$ cat config.mk
export PLATFORM = sky130hd
export DESIGN_NAME = tern_stream_adder
export DESIGN_NICKNAME = d
export VERILOG_FILES = /design/src/rtl/tsa_pkg.sv /design/src/rtl/tsa_operand_prep.sv /design/src/rtl/tsa_half_adder.sv /design/src/rtl/tsa_carry_reg.sv /design/src/rtl/tern_stream_adder.sv
export SDC_FILE = /design/constraint.sdc
export NUM_CORES = 1
export LEC_CHECK = 0
export ABC_AREA = 1
export BUFFER_PORTS_ARGS = -buffer_cell sky130_fd_sc_hd__buf_2
export CORE_AREA = 2 2 39 41
export DETAILED_ROUTE_END_ITERATION = 8
export DIE_AREA = 0 0 41 43
export RECOVER_POWER = 50
export REMOVE_ABC_BUFFERS = 1
export SLEW_MARGIN = 30
export SYNTH_ARGS = -nofsm -noshare
export SYNTH_HDL_FRONTEND = slang
export SYNTH_SLANG_ARGS = --single-unit
export TNS_END_PERCENT = 100
$ cat constraint.sdc
create_clock -name clk -period 9.7 [get_ports clk]
set_input_delay 0.485 -clock clk [delete_from_list [all_inputs] [get_ports clk]]
set_output_delay 0.485 -clock clk [all_outputs]
set_load 0.02 [all_outputs]
$ cat src/rtl/tsa_pkg.sv
// Package: shared trit type, code constants and conversion helpers.
// Assumes trits are carried on two wires; code 2'b10 is illegal and reads as 0.
package tsa_pkg;

    localparam int TRIT_W = 2;

    typedef logic [TRIT_W-1:0] trit_t;

    localparam trit_t TRIT_ZERO = 2'b00;
    localparam trit_t TRIT_POS  = 2'b01;
    localparam trit_t TRIT_NEG  = 2'b11;

    // Numeric value of a trit code, illegal code read as 0.
    function automatic logic signed [2:0] trit_value(input trit_t t);
        case (t)
            TRIT_POS: trit_value = 3'sd1;
            TRIT_NEG: trit_value = -3'sd1;
            default:  trit_value = 3'sd0;
        endcase
    endfunction

    // Legal code for a trit value in -1..+1 (anything else maps to 0).
    function automatic trit_t trit_code(input logic signed [2:0] v);
        case (v)
            3'sd1:   trit_code = TRIT_POS;
            -3'sd1:  trit_code = TRIT_NEG;
            default: trit_code = TRIT_ZERO;
        endcase
    endfunction

endpackage

$ cat src/rtl/tsa_operand_prep.sv
// Operand preparation: maps the illegal code to 0 and optionally negates.
// Assumes negation only swaps +1 and -1; zero stays zero.
module tsa_operand_prep
    import tsa_pkg::*;
#(
    parameter bit ALLOW_NEGATE = 1'b1
) (
    input  trit_t raw_i,
    input  logic  negate_i,
    output trit_t clean_o
);

    trit_t legal;

    // Normalise the incoming code to a legal trit.
    always_comb legal = trit_code(trit_value(raw_i));

    generate
        if (ALLOW_NEGATE) begin : g_neg
            // Swap the sign when negation is requested.
            always_comb clean_o = negate_i ? trit_code(-trit_value(legal)) : legal;
        end else begin : g_pass
            logic unused_neg;
            // Operand passes unchanged; negate input has no use here.
            always_comb begin
                unused_neg = negate_i;
                clean_o    = legal;
            end
        end
    endgenerate

endmodule

$ cat src/rtl/tsa_half_adder.sv
// Ternary half-adder cell: s + c always equals x + y.
// A total of +2 gives s=+1, c=+1; -2 gives s=-1, c=-1; otherwise c=0.
// Assumes both inputs are legal trit codes.
module tsa_half_adder
    import tsa_pkg::*;
(
    input  trit_t x_i,
    input  trit_t y_i,
    output trit_t s_o,
    output trit_t c_o
);

    logic signed [2:0] total;

    // Split the two-trit total into a result trit and a carry trit.
    always_comb begin
        total = trit_value(x_i) + trit_value(y_i);
        case (total)
            3'sd2: begin
                s_o = TRIT_POS;
                c_o = TRIT_POS;
            end
            -3'sd2: begin
                s_o = TRIT_NEG;
                c_o = TRIT_NEG;
            end
            default: begin
                s_o = trit_code(total);
                c_o = TRIT_ZERO;
            end
        endcase
    end

endmodule

$ cat src/rtl/tsa_carry_reg.sv
// One-trit carry register with synchronous active-low clear and load enable.
// Assumes the loaded value is a legal trit code.
module tsa_carry_reg
    import tsa_pkg::*;
(
    input  logic  clk,
    input  logic  rst_n,
    input  logic  load_i,
    input  trit_t d_i,
    output trit_t q_o
);

    // Hold the pending carry between samples.
    always_ff @(posedge clk) begin
        if (!rst_n)      q_o <= TRIT_ZERO;
        else if (load_i) q_o <= d_i;
    end

endmodule

$ cat src/rtl/tern_stream_adder.sv
// Ternary bitstream adder with carry feedback.
// Cell 1 adds the operands. Cell 2 adds that partial sum to the stored carry
// to form the result. Cell 3 merges both carries into the next stored carry
// and drops its own overflow. In truncating mode the result is the cell 1 sum
// and the stored carry is cleared. Result is registered: one cycle latency.
// Assumes operands change only with in_valid; illegal codes read as 0.
module tern_stream_adder
    import tsa_pkg::*;
(
    input  logic       clk,
    input  logic       rst_n,
    input  logic       in_valid,
    input  logic       sub_mode,
    input  logic       improve_mode,
    input  logic [1:0] a_trit,
    input  logic [1:0] b_trit,
    output logic       out_valid,
    output logic [1:0] sum_trit
);

    trit_t a_clean, b_clean;
    trit_t part_sum, carry_ops;
    trit_t fold_sum, carry_fold;
    trit_t next_carry, carry_lost;
    trit_t carry_q, carry_d, result_d;

    tsa_operand_prep #(.ALLOW_NEGATE(1'b0)) i_prep_a (
        .raw_i    (a_trit),
        .negate_i (1'b0),
        .clean_o  (a_clean)
    );

    tsa_operand_prep #(.ALLOW_NEGATE(1'b1)) i_prep_b (
        .raw_i    (b_trit),
        .negate_i (sub_mode),
        .clean_o  (b_clean)
    );

    tsa_half_adder i_cell_ops (
        .x_i (a_clean),
        .y_i (b_clean),
        .s_o (part_sum),
        .c_o (carry_ops)
    );

    tsa_half_adder i_cell_fold (
        .x_i (part_sum),
        .y_i (carry_q),
        .s_o (fold_sum),
        .c_o (carry_fold)
    );

    tsa_half_adder i_cell_merge (
        .x_i (carry_ops),
        .y_i (carry_fold),
        .s_o (next_carry),
        .c_o (carry_lost)
    );

    // Pick result and next carry for the selected adder mode.
    always_comb begin
        result_d = improve_mode ? fold_sum   : part_sum;
        carry_d  = improve_mode ? next_carry : TRIT_ZERO;
    end

    tsa_carry_reg i_carry (
        .clk    (clk),
        .rst_n  (rst_n),
        .load_i (in_valid),
        .d_i    (carry_d),
        .q_o    (carry_q)
    );

    // Register the result and its valid flag.
    always_ff @(posedge clk) begin
        if (!rst_n) begin
            out_valid <= 1'b0;
            sum_trit  <= TRIT_ZERO;
        end else begin
            out_valid <= in_valid;
            if (in_valid) sum_trit <= result_d;
        end
    end

    logic unused_lost;
    // Overflow of the merge cell is discarded by design.
    always_comb unused_lost = ^carry_lost;

endmodule

Word level (Yosys, flattened, before mapping)
Index checks and enable logic that the tools add are counted.
- output and inout port bits: 3
- bits in registers: 5
- logic and storage cells: 66
- mux-type cells: 23
- add/sub/neg operators: 4
- eq/ne operators: 36
- operators with widths (kind ; count):
    $pmux W3 S2 ; 9
    $pmux W2 S2 ; 11
    $eq A3 B3 Y1 const B ; 9
    $eq A2 B1 Y1 const B ; 9
    $eq A2 B2 Y1 const B ; 9
    $eq A3 B1 Y1 const B ; 6
    $add A3 B3 Y3 ; 3
    $eq A3 B2 Y1 const B ; 3
    $mux W2 ; 3
    $neg A3 Y3 ; 1

Logic depth before layout (Yosys ltp)
Gate-level depths: netlist of run 1.
- word-level depth: 28
- gate-level depth with buffers: 17
- gate-level depth less buffers: 17

Hierarchy
From an unflattened synthesis of run 1, not the netlist that was laid out.
- cell total of the unflattened synthesis: 92
- area total of the unflattened synthesis: 515.5 um^2
- modules (own cells, without submodules) (module ; instances ; area each (um^2) ; sequential area each (um^2) ; cells an instance):
    tsa_half_adder ; 3 ; 88.8 ; 0.0 ; 16
    tern_stream_adder ; 1 ; 141.4 ; 60.1 ; 24
    tsa_carry_reg ; 1 ; 77.6 ; 40.0 ; 12
    tsa_operand_prep (i_prep_b) ; 1 ; 18.8 ; 0.0 ; 5
    tsa_operand_prep (i_prep_a) ; 1 ; 11.3 ; 0.0 ; 3

Worst setup path after synthesis of run 1
Ideal clock, no wire load.
- path kind: input port to flip-flop
- start point: in b_trit[0]
- end point: reg i_carry.q_o[1]
- data required time: 9.630 ns
- path buffers: 0
- stages on the path: 16
- setup slack: 6.252 ns
- library setup time: 0.070 ns
- arrival time: 3.379 ns
- cells stage by stage: a21boi_0 -> o21ai_0 -> fa_1 -> inv_2 -> a21oi_1 -> or2_1 -> ha_1 -> inv_1 -> fa_1 -> nor2_1 -> ha_1 -> fa_1 -> inv_1 -> nor2_1 -> nand2_1 -> a21oi_1
- longest elaborated chain between the ends: 28
- elaborated cells between the ends (all ways): 46
- classes of those cells: 4 x add/sub; 26 x eq/ne; 16 x mux
- ends and longest elaborated chain (what ; RTL line ; source):
    start: declaration ; tern_stream_adder.sv:16 ; input logic [1:0] b_trit,
    $eq A2 B2 Y1 or $eq A2 B1 Y1 (tied branches) ; tsa_pkg.sv:15 ; case (t)
    $pmux W3 S2 (*) ; tsa_pkg.sv:15 ;
    $eq A3 B3 Y1 or $eq A3 B1 Y1 (tied branches) ; tsa_pkg.sv:24 ; case (v)
    $pmux W2 S2 (*) ; tsa_pkg.sv:24 ;
    $eq A2 B2 Y1 or $eq A2 B1 Y1 (tied branches) ; tsa_pkg.sv:15 ;
    $pmux W3 S2 ; tsa_pkg.sv:15 ;
    $neg A3 Y3 ; tsa_operand_prep.sv:21 ; always_comb clean_o = negate_i ? trit_code(-trit_value(legal)) : legal;
    $eq A3 B3 Y1 or $eq A3 B1 Y1 (tied branches) ; tsa_pkg.sv:24 ;
    [12 not listed] ; n/a ;
    $pmux W2 S2 ; tsa_half_adder.sv:18 ; case (total)
    $eq A2 B2 Y1 or $eq A2 B1 Y1 (tied branches) ; tsa_pkg.sv:15 ;
    $pmux W3 S2 ; tsa_pkg.sv:15 ;
    $add A3 B3 Y3 (*) ; tsa_half_adder.sv:17 ; total = trit_value(x_i) + trit_value(y_i);
    $eq A3 B3 Y1 or $eq A3 B1 Y1 (tied branches) ; tsa_pkg.sv:24 ;
    $pmux W2 S2 ; tsa_pkg.sv:24 ;
    $pmux W2 S2 (*) ; tsa_half_adder.sv:18 ;
    $mux W2 (*) ; tern_stream_adder.sv:63 ; carry_d = improve_mode ? next_carry : TRIT_ZERO;
    end signal: assignment ; tsa_carry_reg.sv:16 ; else if (load_i) q_o <= d_i;
    end: declaration ; tsa_carry_reg.sv:10 ; output trit_t q_o
Mark *: on every way between the ends. The rest lies on a longest branch, timed or not.
A chain may end at the register's enable or synchronous reset.

Worst setup path in the final report of run 1
- start point: in b_trit[1]
- end point: reg i_carry.q_o[1]
The elaborated chain is that of the path after synthesis.

==> out/results.txt, run 1 <==
Clock tree buffer depth - 2
Area grow syn2layout - 16.9%
Pwr Density - 127 nW/um^2
Hold Crit Start - i_carry.q_o[1]
Antenna violation net count after detailed routing - 0
Worst min path class - reg2reg
Total number of vias - 434
Clk_skew - 0.00499 ns
Met2 usage - 18.4%
Clock Tree Root - clkbuf_4
Total Negative Setup Slacks - 0 ns
Crit-path max cell delay - 0.60 ns
Fraction of layout instances using a drive strength above 1 - 17.9%
Slew Limit Fails - 0
CTS tree - done
Syn avg cell area - 6.99 um^2
Drt first pass iters - 4
Fillers - 159
Htree depth - 1
Worst EP required - 9.88 ns
DRC violation count after routing - 0
Crit path kind - in2reg
Fmax - 0.285 GHz
Via/cell ratio - 4.34
Die Area - 1760 um^2
Reg2reg path depth - 11
Min cycle time layout - 3.50 ns
XOR/XNOR Fraction of Synth Area - 0%
Main combinational cell family by area after synthesis - simple AND/OR/NAND/NOR gates
Syn. warnings - 0
Worst-path maximum fanout - 3
Maximum VDD drop - 0.0878 mV
Ports - 12
Hold endpoint - i_carry.q_o[1]
Die Y - 43 um
I/O Buffers - 11
Most frequent cells in the layout - 19 x nand2_1, 13 x inv_1, 7 x buf_2
Hold Path Stages - 2
Fin area - 588 um^2
Core Box Area - 1380 um^2
Count of nets after finishing - 102
Crit. End Element - flop
Total track usage - 12.2%
Grt met1 use - 13.4%
R2R Path End - i_carry.q_o[1]
Grt peak-use layer - met2
Startpoint types - input port
Die Wd - 41 um
Final setup fails - 0
Clk pin slew, worst setup/hold paths - 0.04 ns
Fin. Hold Viols - 0
Commonest non-fill, non-tap cell in the layout - nand2_1
Unrepaired setup endpoints after global routing - no
Antenna cell count - 0
Crit path from - b_trit[1]
Sequential share of the synthesized area - 19.9%
Status - finished clean
Crit path arrival time - 3.68 ns
Worst flop-to-flop path startpoint - i_carry.q_o[0]
Synth Area in Compound Gates - 7.46%
Total wire length - 849 um
Worst slew pin tran - 0.249 ns
First-pass GRT wire length - 1410 um
Crit share post-route - 36.1%
Post-Synth Simple-Gate Area - 31.8%
GPL Wtd Cong - 0.719
DR iter-0 viols - 9
Synthesized cell area - 503 um^2
Synth cell types - 17
Cts bufs inserted - 3
Clk Latency, worst-skew pair - 0.24 ns
Initial Utilization - 36.3%
Critical path's slowest cell - fa_1
Clock Sinks - 5
Multiplexer area fraction after synthesis - 0%
Routed length per placed instance - 8.49 um
Postcts setup bufs - 0
Vias in the first global route - 393
Adder-cell share of the synthesized area - 27.4%
Global routing usage on met3 - 7.85%
Largest net degree at the start of global routing - 6
HPWL after DPL - 757 um
Row Count - 14
Hold Buf Count CTS - 0
Max-cap viol count - 0
Worst slew margin - 83.2%
Dpl cell area - 567 um^2
Leakage Power - 0.331 nW
FF+latch count, synth - 5
Total gr overflow - 0
Synth Instances - 72
# resized after CTS - 0
Reg2Reg Setup Slack - 7.39 ns
Initial antenna violation count - 0
Critical-path cell list - buf_2 > a21boi_0 > o21ai_0 > fa_1 > inv_2 > a21oi_1 > or2_1 > ha_1 > inv_1 > fa_1 > nor2_1 > nand2_1 > inv_1 > fa_1 > inv_1 > nor2_1 > nand2_1 > a21oi_1
[cells by family (layout without fill, tap and decap cells)]
logic type      after synthesis  count (layout)
flops                         5               5
compound gates                7               7
fa+ha+maj                     8               8
simple gates                 34              34
buf+inv                      18              30
[report_power, final]
group | leakage, nW | internal [mW] | switching, mW
clock | 0.0150 | 0.0155 | 0.00818
sequential | 0.0411 | 0.0222 | 0.000686
combinational | 0.275 | 0.0110 | 0.0174
[area by class of cell]
cell class | instances | area, um^2 | share of cell area, %
multi-input combinational | 49 | 335 | 57.0
clock buffer | 4 | 26.3 | 4.47
inverter | 15 | 56.3 | 9.57
tap | 16 | 20.0 | 3.40
sequential | 5 | 100 | 17.0
timing repair buffer | 11 | 50.0 | 8.51
[metal layers]
layer  up-vias  part of all wire [%]
met3         0                   3.5
met5         -                     0
met1       193                    46
li1        236                     -
met2         5                    50
met4         0                     0
[sequential cells by signal, summed over array words and instances (netlist names)]
name and flops:
i_carry.q_o 2, sum_trit 2, out_valid 1
[stage by stage]
stage                     power (mW)  hold WS (ns)  setup WS, ns  util, %  instances
after CTS                     0.0769         0.475          6.17     42.9        100
after global placement        0.0519         0.469          5.95     41.0         96
after floorplan               0.0454         0.440          6.25        -         69
final                         0.0749         0.469          6.20     42.5        100
after detailed placement      0.0521         0.468          5.91     41.0         96
after global routing          0.0832         0.498          5.94     42.5        100
[worst max path at each step]
stage,endpoint,cells after the start,slack (ns)
after floorplan,i_carry.q_o[1],16,6.25
after global placement,i_carry.q_o[1],18,5.95
after detailed placement,i_carry.q_o[1],18,5.91
after CTS,i_carry.q_o[1],18,6.17
after global routing,i_carry.q_o[1],18,5.94
final,i_carry.q_o[1],18,6.20
[worst max-delay path: cells and delay by family]
kind,cells,cell delay [ns]
adder cells (fa/ha/maj),4,1.86
AO/OA/AOI/OAI,4,0.52
buffers and inverters,5,0.36
AND/OR/NAND/NOR,5,0.46
[cells in the mapped netlist]
master    instances  area (um^2)
nand2_1          19         71.3
inv_1            13         48.8
dfxtp_1           5          100
inv_2             2         7.51
a21boi_0          1         7.51
nand3_1           5         25.0
clkbuf_1          3         11.3
ha_1              3         37.5
o21ai_0           2         10.0
fa_1              5          100
nand2_4           1         11.3
nor2_1            5         18.8
a21oi_1           4         20.0
nor3_1            1         5.00
nor2_4            1         11.3
nand3b_2          1         11.3
or2_1             1         6.26
Note: power is estimated with default switching activity, not from simulation.
==> run 2: changes to the inputs <==
Settings changed: ABC_AREA 1 to 0.
Clock period 9.7 ns to 3.2 ns, I/O delays scaled along.
==> out/results.txt, run 2 <==
Status - finished clean (unchanged)
Total wire length - 912 um (was 849 um)
CTS tree - done (unchanged)
Slew Limit Fails - 0 (unchanged)
Clk pin slew, worst setup/hold paths - 0.05 ns (was 0.04 ns)
Worst slew pin tran - 0.307 ns (was 0.249 ns)
Adder-cell share of the synthesized area - 30.1% (was 27.4%)
Htree depth - 1 (unchanged)
Synth area leaders - dfxtp_1 22%, fa_1 22%, ha_1 8.2% (was dfxtp_1 20%, fa_1 20%, nand2_1 14%)
I/O Buffers - 11 (unchanged)
Leakage Power - 0.302 nW (was 0.331 nW)
Critical path's slowest cell - fa_2 (was fa_1)
Sequential share of the synthesized area - 21.9% (was 19.9%)
Main combinational cell family by area after synthesis - adder cells (was simple AND/OR/NAND/NOR gates)
Crit path arrival time - 3.30 ns (was 3.68 ns)
Die Y - 43 um (unchanged)
HPWL after DPL - 679 um (was 757 um)
Initial antenna violation count - 0 (unchanged)
Combinational Power Share - 45.0% (was 37.8%)
Clock tree buffer depth - 2 (unchanged)
Worst-path maximum fanout - 5 (was 3)
Most frequent cells in the layout - 10 x buf_4, 7 x buf_2, 6 x nand2_1, 5 x dfxtp_1 (was 19 x nand2_1, 13 x inv_1, 7 x buf_2)
Routed length per placed instance - 10.2 um (was 8.49 um)
DR iter-0 viols - 7 (was 9)
Total track usage - 10.7% (was 12.2%)
Number of synthesized flops with an enable pin - 0 (unchanged)
Top-count cell post-synth - nand2_1 (unchanged)
Psw - 0.0806 mW (was 0.0262 mW)
Vias in the first global route - 386 (was 393)
Multiplexer area fraction after synthesis - 0% (unchanged)
Cts bufs inserted - 3 (unchanged)
Clock Sinks - 5 (unchanged)
Fin. Hold Viols - 0 (unchanged)
Antenna violation net count after detailed routing - 0 (unchanged)
Row Count - 14 (unchanged)
Fmax - 0.315 GHz
Crit path from - b_trit[0] (was b_trit[1])
Syn. warnings - 0 (unchanged)
Synth Instances - 51 (was 72)
Prevailing post-synth register cell - dfxtp_1 (unchanged)
Synth top area share - 21.9% (was 19.9%)
Fraction of layout instances using a drive strength above 1 - 45.2% (was 17.9%)
Fin area - 671 um^2 (was 588 um^2)
DRC violation count after routing - 0 (unchanged)
Core Box Area - 1380 um^2 (unchanged)
Commonest non-fill, non-tap cell in the layout - buf_4 (was nand2_1)
Seq pwr share - 26.9% (was 30.5%)
Layout Cells excl Fill - 89 (was 100)
Worst min path class - in2reg (was reg2reg)
Die Wd - 41 um (unchanged)
Met2 usage - 18.8% (was 18.4%)
GPL Wtd Cong - 0.647 (was 0.719)
Setup ws final - 0.0226 ns (was 6.20 ns)
Crit share post-route - 99.3%
Crit-path max cell delay - 0.62 ns (was 0.60 ns)
Worst flop-to-flop path startpoint - i_carry.q_o[0] (unchanged)
Sw frac - 31.3% (was 35.0%)
Commonest cells post-synth - 6 x nand2_1, 5 x dfxtp_1, 5 x fa_1, 5 x inv_1, 5 x nor2_1 (was 19 x nand2_1, 13 x inv_1)
Clock group share of total power - 28.2% (was 31.7%)
Largest net degree at the start of global routing - 8 (was 6)
Area grow syn2layout - 46.4% (was 16.9%)
Drt first pass iters - 4 (unchanged)
Crit. End Element - flop (unchanged)
First-pass GRT wire length - 1350 um (was 1410 um)
Worst EP required - 3.32 ns (was 9.88 ns)
Reg2Reg Setup Slack - 0.61 ns (was 7.39 ns)
Dpl cell area - 567 um^2 (unchanged)
Reg2reg path depth - 9 (was 11)
R2R Path End - i_carry.q_o[0] (was i_carry.q_o[1])
Max-cap viol count - 0 (unchanged)
Crit path to - i_carry.q_o[0] (was i_carry.q_o[1])
FF+latch count, synth - 5 (unchanged)
Total number of vias - 410 (was 434)
Min cycle time layout - 3.18 ns
Maximum VDD drop - 0.128 mV (was 0.0878 mV)
Worst slew margin - 79.5% (was 83.2%)
Via/cell ratio - 4.61 (was 4.34)
Crit path kind - in2reg (unchanged)
Synth cell types - 22 (was 17)
Final setup fails - 0 (unchanged)
Asr flop ratio synth - 0% (unchanged)
Global routing usage on met3 - 1.57% (was 7.85%)
Synth Area in Compound Gates - 13.4% (was 7.46%)
Yosys top cell by area - dfxtp_1 (unchanged)
Regs by FF count - i_carry.q_o: 2 flops, sum_trit: 2 flops, out_valid: 1 flops (unchanged)
Grt peak-use layer - met2 (unchanged)
Clock Tree Root - clkbuf_4 (unchanged)
Initial Utilization - 33.1% (was 36.3%)
Synthesized cell area - 458 um^2 (was 503 um^2)
Critical-path cell list - buf_2 > ha_4 > fa_2 > xnor2_2 > ha_2 > inv_2 > fa_2 > nor2_2 > ha_2 > fa_1 > and3b_1 > o211ai_1 > a21oi_1 (was buf_2 > a21boi_0 > o21ai_0 > fa_1 > inv_2 > a21oi_1 > or2_1 > ha_1 > inv_1 > fa_1 > nor2_1 > nand2_1 > inv_1 > fa_1 > inv_1 > nor2_1 > nand2_1 > a21oi_1)
Pwr Density - 384 nW/um^2 (was 127 nW/um^2)
Clk Latency, worst-skew pair - 0.24 ns (about the same)
Startpoint types - input port (unchanged)
Unrepaired setup endpoints after global routing - yes (was no)
Syn avg cell area - 8.98 um^2 (was 6.99 um^2)
Die Area - 1760 um^2 (unchanged)
Dpl cells - 81 (was 96)
Fillers - 139 (was 159)
Post-Synth Simple-Gate Area - 24.3% (was 31.8%)
Ports - 12 (unchanged)
Grt met1 use - 12.2% (was 13.4%)
Clk_skew - 0.00534 ns (was 0.00499 ns)
Setup WS pre-CTS - -0.240 ns (was 5.91 ns)
XOR/XNOR Fraction of Synth Area - 3.83% (was 0%)
Total gr overflow - 0 (unchanged)
Count of nets after finishing - 91 (was 102)
Antenna cell count - 0 (unchanged)
Hold Buf Count CTS - 0 (unchanged)
P_int - 0.177 mW (was 0.0486 mW)
[run 2: stage by stage]
stage	total power, mW	hold slack, ns	setup TNS, ns	utilization [%]
after global routing	0.273	0.242	-0.0894	48.5
after CTS	0.238	0.203	0	43.8
after floorplan	0.127	0.323	0	-
final	0.257	0.204	0	48.5
after global placement	0.157	0.443	-0.255	41.0
after detailed placement	0.159	0.442	-0.317	41.0
[run 2: cell families after synthesis]
| kind of cell | after synthesis |
|---|---|
| fa+ha+maj | 8 |
| compound gates | 8 |
| flops | 5 |
| simple gates | 20 |
| xor+xnor | 2 |
| buf+inv | 8 |
[run 2: layout make-up]
cell class	count	area, um^2	share of cell area (%)
clock buffers	4	26.3	3.92
inverters	5	18.8	2.80
well taps	16	20.0	2.99
flip-flops and latches	5	100	14.9
multi-input cells	38	373	55.6
repair buffers	21	133	19.8
[run 2: power groups by stage]
stage | Sequential (mW) | Combinational [mW] | Clock, mW
3_5_place_dp | 0.0702 | 0.0891 | 0
5_1_grt | 0.0696 | 0.127 | 0.0767
4_1_cts | 0.0691 | 0.0953 | 0.0732
2_1_floorplan | 0.0737 | 0.0532 | 0
3_3_place_gp | 0.0697 | 0.0876 | 0
6_report | 0.0692 | 0.116 | 0.0724
[run 2: how the worst min path moves through the flow]
stage             start   endpoint  slack, ns  cells past startpoint
2_1_floorplan  in_valid  out_valid       0.32                      2
3_3_place_gp      rst_n  out_valid       0.44                      3
3_5_place_dp      rst_n  out_valid       0.44                      3
4_1_cts           rst_n  out_valid       0.20                      3
5_1_grt           rst_n  out_valid       0.24                      3
6_report          rst_n  out_valid       0.20                      3
[run 2: critical path: cells and delay by family]
kind	cells	cell delay [ns]
fa+ha+maj	6	2.35
xor+xnor	1	0.14
compound gates	2	0.26
buf+inv	2	0.16
simple gates	2	0.25
[run 2: timing repair]
item | 4_1_cts | 5_1_grt
setup endpoints to repair | 1 | 1
setup buffers | 0 | 4
gates resized for setup | 2 | 11
pin swaps | 0 | 10
[run 2: layer usage]
layer  up-vias  part of all wire (%)  routed length (um)
met5         -                     0                   0
met3         0                   1.1                  10
met2         3                    53                 480
li1        208                     -                   -
met4         0                     0                   0
met1       199                    46                 422
